<file path="src/rtl/tos_pkg.sv">
package tos_pkg;

  localparam int unsigned TOS_DEPTH = 8;
  localparam int unsigned TOS_IDX_W = $clog2(TOS_DEPTH);
  localparam int unsigned TOS_DATA_W = 80;

  typedef enum logic [2:0] {
    OP_IDLE   = 3'd0,
    OP_PUSH   = 3'd1,
    OP_POP    = 3'd2,
    OP_ARITH  = 3'd3,
    OP_REGWR  = 3'd4,
    OP_PEEK   = 3'd5,
    OP_CLRFLG = 3'd6,
    OP_RSVD   = 3'd7
  } tosOp_e;

  typedef logic [TOS_IDX_W-1:0] slotIdx_t;

  // Strobes from control to datapath, one command per cycle.
  typedef struct packed {
    logic     wrEn;
    logic     wrSelPush;
    slotIdx_t wrSlot;
    logic     clrEn;
    slotIdx_t clrSlot;
  } dpStrobe_t;

  // Stack-relative to physical mapping; the depth is a power of two, so the wrap is free.
  function automatic slotIdx_t physOf(input slotIdx_t top, input slotIdx_t rel);
    return slotIdx_t'(top + rel);
  endfunction

endpackage

</file>
<file path="src/rtl/tos_ctrl.sv">
module tos_ctrl
  import tos_pkg::*;
(
  input  logic                 clk,
  input  logic                 rstN,
  input  tosOp_e               op,
  input  slotIdx_t             opIdx,
  input  logic [TOS_DEPTH-1:0] tags,
  output dpStrobe_t            strb,
  output slotIdx_t             topIdx,
  output logic                 ovfFlag,
  output logic                 undFlag
);

  slotIdx_t topQ, topNext;
  logic ovfQ, undQ;
  logic setOvf, setUnd, clrFlags;

  slotIdx_t st0Slot, st1Slot, stiSlot, pushSlot;

  always_comb begin
    st0Slot  = physOf(topQ, slotIdx_t'(0));
    st1Slot  = physOf(topQ, slotIdx_t'(1));
    stiSlot  = physOf(topQ, opIdx);
    pushSlot = slotIdx_t'(topQ - slotIdx_t'(1));
  end

  always_comb begin
    strb     = '0;
    topNext  = topQ;
    setOvf   = 1'b0;
    setUnd   = 1'b0;
    clrFlags = 1'b0;
    unique case (op)
      OP_PUSH: begin
        if (tags[pushSlot]) begin
          setOvf = 1'b1;
        end else begin
          strb.wrEn      = 1'b1;
          strb.wrSelPush = 1'b1;
          strb.wrSlot    = pushSlot;
          topNext        = pushSlot;
        end
      end
      OP_POP: begin
        if (!tags[st0Slot]) begin
          setUnd = 1'b1;
        end else begin
          strb.clrEn   = 1'b1;
          strb.clrSlot = st0Slot;
          topNext      = st1Slot;
        end
      end
      OP_ARITH: begin
        if (!tags[st0Slot] || !tags[st1Slot]) begin
          setUnd = 1'b1;
        end else begin
          strb.wrEn    = 1'b1;
          strb.wrSlot  = st1Slot;
          strb.clrEn   = 1'b1;
          strb.clrSlot = st0Slot;
          topNext      = st1Slot;
        end
      end
      OP_REGWR: begin
        if (!tags[st0Slot]) begin
          setUnd = 1'b1;
        end else begin
          strb.wrEn   = 1'b1;
          strb.wrSlot = stiSlot;
        end
      end
      OP_PEEK: begin
        if (!tags[stiSlot]) setUnd = 1'b1;
      end
      OP_CLRFLG: clrFlags = 1'b1;
      default: ;
    endcase
  end

  always_ff @(posedge clk) begin
    if (!rstN) begin
      topQ <= '0;
      ovfQ <= 1'b0;
      undQ <= 1'b0;
    end else begin
      topQ <= topNext;
      if (clrFlags) begin
        ovfQ <= 1'b0;
        undQ <= 1'b0;
      end else begin
        ovfQ <= ovfQ | setOvf;
        undQ <= undQ | setUnd;
      end
    end
  end

  assign topIdx  = topQ;
  assign ovfFlag = ovfQ;
  assign undFlag = undQ;

endmodule

</file>
<file path="src/rtl/tos_dpath.sv">
module tos_dpath
  import tos_pkg::*;
#(
  parameter int unsigned DATA_W = TOS_DATA_W
) (
  input  logic                 clk,
  input  logic                 rstN,
  input  dpStrobe_t            strb,
  input  logic [DATA_W-1:0]    pushData,
  input  logic [DATA_W-1:0]    resData,
  input  slotIdx_t             topIdx,
  input  slotIdx_t             rdIdx,
  output logic [DATA_W-1:0]    rdData,
  output logic                 rdValid,
  output logic [DATA_W-1:0]    stData,
  output logic [DATA_W-1:0]    st1Data,
  output logic [TOS_DEPTH-1:0] tags
);

  logic [DATA_W-1:0] ent [TOS_DEPTH];
  logic [TOS_DEPTH-1:0] tagQ;
  logic [DATA_W-1:0] wrVal;

  assign wrVal = strb.wrSelPush ? pushData : resData;

  // One storage slice per physical slot.
  for (genvar g = 0; g < TOS_DEPTH; g++) begin : gSlot
    logic hitWr, hitClr;
    assign hitWr  = strb.wrEn  && (strb.wrSlot  == slotIdx_t'(g));
    assign hitClr = strb.clrEn && (strb.clrSlot == slotIdx_t'(g));

    always_ff @(posedge clk) begin
      if (!rstN) begin
        ent[g]  <= '0;
        tagQ[g] <= 1'b0;
      end else if (hitWr) begin
        ent[g]  <= wrVal;
        tagQ[g] <= 1'b1;
      end else if (hitClr) begin
        tagQ[g] <= 1'b0;
      end
    end
  end

  slotIdx_t rdSlot, st0Slot, st1Slot;
  always_comb begin
    rdSlot  = physOf(topIdx, rdIdx);
    st0Slot = physOf(topIdx, slotIdx_t'(0));
    st1Slot = physOf(topIdx, slotIdx_t'(1));
  end

  assign rdData  = ent[rdSlot];
  assign rdValid = tagQ[rdSlot];
  assign stData  = ent[st0Slot];
  assign st1Data = ent[st1Slot];
  assign tags    = tagQ;

endmodule

</file>
<file path="src/rtl/tos_reg_file.sv">
module tos_reg_file
  import tos_pkg::*;
#(
  parameter int unsigned DATA_W = TOS_DATA_W
) (
  input  logic                 clk,
  input  logic                 rstN,
  input  logic [2:0]           opCode,
  input  logic [TOS_IDX_W-1:0] opIdx,
  input  logic [DATA_W-1:0]    pushData,
  input  logic [DATA_W-1:0]    resData,
  input  logic [TOS_IDX_W-1:0] rdIdx,
  output logic [DATA_W-1:0]    rdData,
  output logic                 rdValid,
  output logic [DATA_W-1:0]    stData,
  output logic [DATA_W-1:0]    st1Data,
  output logic [TOS_IDX_W-1:0] topIdx,
  output logic [TOS_DEPTH-1:0] tagVec,
  output logic                 ovfFlag,
  output logic                 undFlag
);

  dpStrobe_t strb;
  tosOp_e    op;

  assign op = tosOp_e'(opCode);

  tos_ctrl ctrl_i (
    .clk     (clk),
    .rstN    (rstN),
    .op      (op),
    .opIdx   (opIdx),
    .tags    (tagVec),
    .strb    (strb),
    .topIdx  (topIdx),
    .ovfFlag (ovfFlag),
    .undFlag (undFlag)
  );

  tos_dpath #(.DATA_W(DATA_W)) dpath_i (
    .clk      (clk),
    .rstN     (rstN),
    .strb     (strb),
    .pushData (pushData),
    .resData  (resData),
    .topIdx   (topIdx),
    .rdIdx    (rdIdx),
    .rdData   (rdData),
    .rdValid  (rdValid),
    .stData   (stData),
    .st1Data  (st1Data),
    .tags     (tagVec)
  );

endmodule

</file>
<file path="config.mk">
export PLATFORM = sky130hd
export DESIGN_NAME = tos_reg_file
export DESIGN_NICKNAME = d
export VERILOG_FILES = /design/src/rtl/tos_pkg.sv /design/src/rtl/tos_ctrl.sv /design/src/rtl/tos_dpath.sv /design/src/rtl/tos_reg_file.sv
export SDC_FILE = /design/constraint.sdc
export NUM_CORES = 2
export LEC_CHECK = 0
export BUFFER_PORTS_ARGS = -buffer_cell sky130_fd_sc_hd__buf_2
export CORE_MARGIN = 2
export CORE_UTILIZATION = 45
export CTS_BUF_LIST = sky130_fd_sc_hd__clkbuf_16
export DETAILED_ROUTE_END_ITERATION = 6
export SYNTH_ARGS = -nofsm -noshare
export SYNTH_HDL_FRONTEND = slang
export SYNTH_SLANG_ARGS = --single-unit
</file>
<file path="constraint.sdc">
create_clock -name clk -period 12.28 [get_ports clk]
set_input_delay 0.614 -clock clk [delete_from_list [all_inputs] [get_ports clk]]
set_output_delay 0.614 -clock clk [all_outputs]
set_load 0.03 [all_outputs]
</file>
Word level (Yosys, flattened, before mapping)

Memory sizes are Yosys's and may differ from the RTL's. A register that Yosys moved wholly into a read port is not among the register bits.
Cells that the tools add are included.
Widths: inputs -> output; s select.

Add/subtract/negate cells: 4
Order comparisons: 5
Equality and inequality tests: 23
Muxes and demuxes: 83
Bitwise operators: 11
Reduce and logical (&&, ||, !) cells: 33

Operators with widths:

| operator            | count |
|---|---|
| $mux 80             | 9 |
| $mux 1              | 55 |
| $eq 3x3->1 const B  | 11 |
| $lt 3x4->1 const B  | 5 |
| $eq 3x2->1 const B  | 6 |
| $mux 3              | 6 |
| $pmux 3 s3          | 2 |
| $logic_and 1x1->1   | 16 |
| $reduce_bool 2->1   | 8 |
| $bmux 1 s3          | 5 |
| $or 1x1->1          | 10 |
| $eq 3x1->1 const B  | 3 |
| $pmux 4 s2          | 1 |
| $mux 7              | 1 |
| $add 3x3->3         | 2 |
| $logic_not 3->1     | 2 |
| $pmux 1 s3          | 2 |
| $mux 5              | 1 |
| $mux 4              | 1 |
| $ne 2x2->1 const B  | 2 |
| $reduce_and 4->1    | 1 |
| $reduce_or 2->1     | 2 |
| $add 3x1->3 const B | 1 |
| $reduce_bool 3->1   | 1 |
| other kinds (5)     | 6 |

Register bits after elaboration: 13
Bits in writable memories: 640
Bits of input ports: 171
Output and inout bits: 254
Memories kept: 1

Memories:

| memory      | depth | width | rd ports | clocked after Yosys merged registers in | wr ports | line            | source |
|---|---|---|---|---|---|---|---|
| dpath_i.ent | 8     | 80    | 3        | 1                                       | 8        | tos_dpath.sv:20 | `logic [DATA_W-1:0] ent [TOS_DEPTH];` |

Logic depth before layout (Yosys ltp)

Word-level depth: 13
Gate-level depth with buffers: 15
Depth with buffers taken out: 9

By module

A second synthesis with hierarchy kept.

Cell total of the unflattened synthesis: 2516
Area total of the unflattened synthesis: 39668.0 um^2

Modules (own cells, without submodules):

| module    | times used | cells an instance | area an instance (um^2) | seq. area each (um^2) |
|---|---|---|---|---|
| tos_dpath | 1          | 2427              | 38752.2                 | 19378.6 |
| tos_ctrl  | 1          | 89                | 915.9                   | 100.1 |

Worst setup path before layout

OpenSTA, ideal clock, no wires.

Path kind: register to register
From: register ctrl_i.topQ[1], in the netlist ctrl_i.topIdx[1]
To: memory dpath_i.ent[1][0] (netlist bit), enable pin
Setup time: 629 ps
Data arrival time: 9011 ps
Data required time: 11651 ps
Slack: 2641 ps
Cell stages (with the launch flop): 14
Period minus slack after synthesis: 9639 ps
Cells stage by stage: dfxtp_1 > clkbuf_1 > clkinv_1 > ha_1 > buf_2 > mux4_2 > mux2_2 > nor2_1 > a22o_1 > buf_4 > o21ai_1 > buf_2 > buf_6 > o21ai_0

RTL lines:

| element                  | line            | source |
|---|---|---|
| start: declaration       | tos_ctrl.sv:15  | `slotIdx_t topQ, topNext;` |
| start signal: assignment | tos_ctrl.sv:87  | `topQ <= topNext;` |
| end: declaration         | tos_dpath.sv:20 |  |

==> impl_metrics.py <==
metrics = {
    "timing": {
        "finalSetupViolations": 0,
        "worst_slew_pin_slew_ns": 1.17,
        "hold_viol": 0,
        "fin_hold_ws_ns": 0.366,
        "fin_crit_ns": 6.56,
        "skew_ns": 0.0160,
        "relSlewSlack_pct": 22.2,
        "fmax_mhz": 152,
        "tns_ns": 0,
        "maxSlewViolCount": 0,
        "post-route-period-util_pct": 53.4,
        "grt_setup_unrepaired": "false",
    },
    "clock_network": {
        "worstSkewPairLatency_ns": 0.63,
        "cts_tree": "built",
        "cts_sinks": 656,
        "cts_setup_buffers": 0,
        "clk_path_buf_depth": 3,
        "clk_transition_reported_paths_ns": 0.06,
        "cts_buffers": 74,
        "cts_resized": 0,
        "htreeDepth": 3,
        "cts_root_buf": "clkbuf_16",
        "hold_buffers": 0,
    },
    "synthesis": {
        "syn_area_per_cell_um2": 15.6,
        "yosysSeqAreaShare_pct": 49.9,
        "ys_top_cells_by_count": "640 x edfxtp_1, 486 x mux4_2, 327 x nor3_1",
        "synthCells": 2506,
        "synth_edf_count": 640,
        "synth_top_cell_by_area": "edfxtp_1",
        "synthArstFlopShare_pct": 0,
        "yosys_register_bits": 656,
        "ys_warn_count": 0,
        "synthTopCellsByArea": "edfxtp_1 49%, mux4_2 28%, mux2_2 7.0%",
        "synth_top_cell_area_share_pct": 49.1,
        "ys.flop_type": "edfxtp_1",
        "yosysMostFrequentCell": "edfxtp_1",
        "syn_area_um2": 39100,
        "synth.distinct_cells": 69,
        "synth_fp_nets": 2683,
    },
    "global_routing": {
        "grt_usage_pct": 29.0,
        "overflow": 0,
        "grt_max_degree": 123,
        "grt_pass1_wl_um": 190000,
        "antenna_found_initial": 10,
        "grt_pass1_vias": 27700,
    },
    "pwr": {
        "leakage_nw": 16.0,
        "vdd_drop_max_v": 0.000104,
        "power.density_nw_per_um2": 154,
    },
    "layout": {
        "fill_cells": 7290,
        "multiInputGateArea_um2": 18600,
        "regArea_um2": 19600,
        "drive_gt1_share_pct": 47.6,
        "layout.nets": 2976,
        "syn2layout_area_growth_pct": 13.6,
    },
    "setup_path": {
        "rr_endpoint": "dpath_i.ent[3][56]$_SDFFCE_PN0P_",
        "arrival_ns": 6.82,
        "path_depth": 10,
        "worstSetupPathType": "reg -> reg",
        "cp.required_ns": 12.53,
        "crit_path_end_kind": "flip-flop",
        "critPathMaxFanout": 69,
        "reg2reg_depth": 10,
        "crit_start": "ctrl_i.topIdx[0]$_SDFFE_PN0P_",
        "reg2reg_setup_slack_ns": 5.72,
        "cp-start-kind": "flip-flop",
        "critical-path-top-delay-family": "buffers and inverters",
        "path_cells": "inv_1, ha_4, mux4_2, mux2_2, nor2_1, a22o_1, o21ai_4, buf_4, o21ai_4, buf_4",
        "worstSetupEndpoint": "dpath_i.ent[3][56]$_SDFFCE_PN0P_",
        "cp_slowest_cell": "ha_4",
        "regToRegStartpoint": "ctrl_i.topIdx[0]$_SDFFE_PN0P_",
        "crit_buf_inv": 3,
        "critPathMaxStageDelay_ns": 1.13,
    },
    "route": {
        "antenna_left": 0,
        "drc": 0,
        "first_pass_iters": 5,
        "via_per_inst": 6.67,
        "vias": 26800,
        "routed_wl_um": 130000,
        "drt_iter0_markers": 3008,
        "wire_per_inst_um": 32.4,
    },
    "placement": {
        "gp_congestion": 0.869,
        "dpl.hpwl_um": 74700,
        "port_buffers": 424,
    },
    "die": {
        "start_util_pct": 45.2,
        "die_w_um": 299,
        "ioPinCount": 425,
        "dieArea_um2": 89300,
        "core_um2": 86500,
        "rows": 108,
        "fp.dieH_um": 299,
    },
    "flow_run": {
        "maxCapViolCount": 0,
    },
    "outcome": {
        "status": "finished, final reports clean",
    },
    "min_path": {
        "hold_class": "in -> reg",
    },
}
state kept, by name (all words and copies together), names as in the netlist, named ones only:
register / flops
dpath_i.ent: 640
dpath_i.tags: 8
ctrl_i.undFlag: 1
ctrl_i.topIdx: 3
ctrl_i.ovfFlag: 1
through the flow:
step / cells / worst slack (ns) / area (um^2) / utilization, % / power [mW]
6_report: 4015 / 5.72 / 44400 / 51.4 / 6.85
5_1_grt: 4010 / 5.38 / 44400 / 51.4 / 7.05
4_1_cts: 4009 / 5.68 / 44400 / 51.4 / 6.87
3_5_place_dp: 3878 / 5.69 / 42100 / 48.7 / 4.76
3_3_place_gp: 3878 / 5.77 / 42100 / 48.7 / 4.73
2_1_floorplan: 2506 / 2.64 / 39100 / - / 4.15
worst min path at each step:
| stage | startpoint | slack (ns) | depth (start not counted) | to |
|---|---|---|---|---|
| after floorplan | dpath_i.tags[4]$_SDFFE_PN0P_ | 0.63 | 2 | dpath_i.tags[4]$_SDFFE_PN0P_ |
| after global placement | dpath_i.tags[3]$_SDFFE_PN0P_ | 0.59 | 2 | dpath_i.tags[3]$_SDFFE_PN0P_ |
| after detailed placement | dpath_i.tags[3]$_SDFFE_PN0P_ | 0.60 | 2 | dpath_i.tags[3]$_SDFFE_PN0P_ |
| after CTS | opCode[2] | 0.34 | 3 | ctrl_i.undFlag$_SDFF_PP0_ |
| after global routing | opCode[2] | 0.38 | 3 | ctrl_i.undFlag$_SDFF_PP0_ |
| final | opCode[2] | 0.37 | 3 | ctrl_i.undFlag$_SDFF_PP0_ |
metal layers:
layer / track usage, % / routed length, um
met1: 38.1 / 47100
met2: 47.8 / 64300
met3: 4.92 / 12900
met4: 12.6 / 5710
met5: 0 / 12
tightest hold or removal path: stages:
cell and delay, ns:
buf_2 0.14, a31oi_1 0.09, o211a_1 0.10
logic make-up after synthesis:
group,after synthesis,synth area share [%]
buf+inv,266,3.16
compound gates,60,1.22
xor+xnor,5,0.147
flops,656,49.9
fa+ha+maj,6,0.230
simple gates,695,8.02
mux,818,37.3
where the power goes:
group	leakage, nW	internal (mW)	switching, mW
registers	6.78	2.60	0.122
clock network	1.15	1.20	0.928
logic	8.06	0.794	1.21
total	16.0	4.59	2.26
cells in the final DEF, fill, tap and decap left out, drive strengths merged, types with 5 or more instances in the layout:
master and instances:
mux2 245, nand2 13, clkinvlp 5, clkbuf 75, o21ai 15, nor3 329, inv 23, mux2i 87
dfxtp 16, nor2 329, buf 475, diode 6, a21oi 5, or3 5, mux4 486, edfxtp 640
clkinv 32
layout make-up:
cell class / count / area share (%)
Tap cell: 1155 / 3.25
Multi-Input combinational cell: 1584 / 41.8
Sequential cell: 656 / 44.0
Inverter: 8 / 0.0676
Clock buffer: 75 / 4.22
Timing Repair Buffer: 475 / 5.72
Antenna cell: 6 / 0.0338
Clock inverter: 56 / 0.912
(Power assumes the default switching activity.)
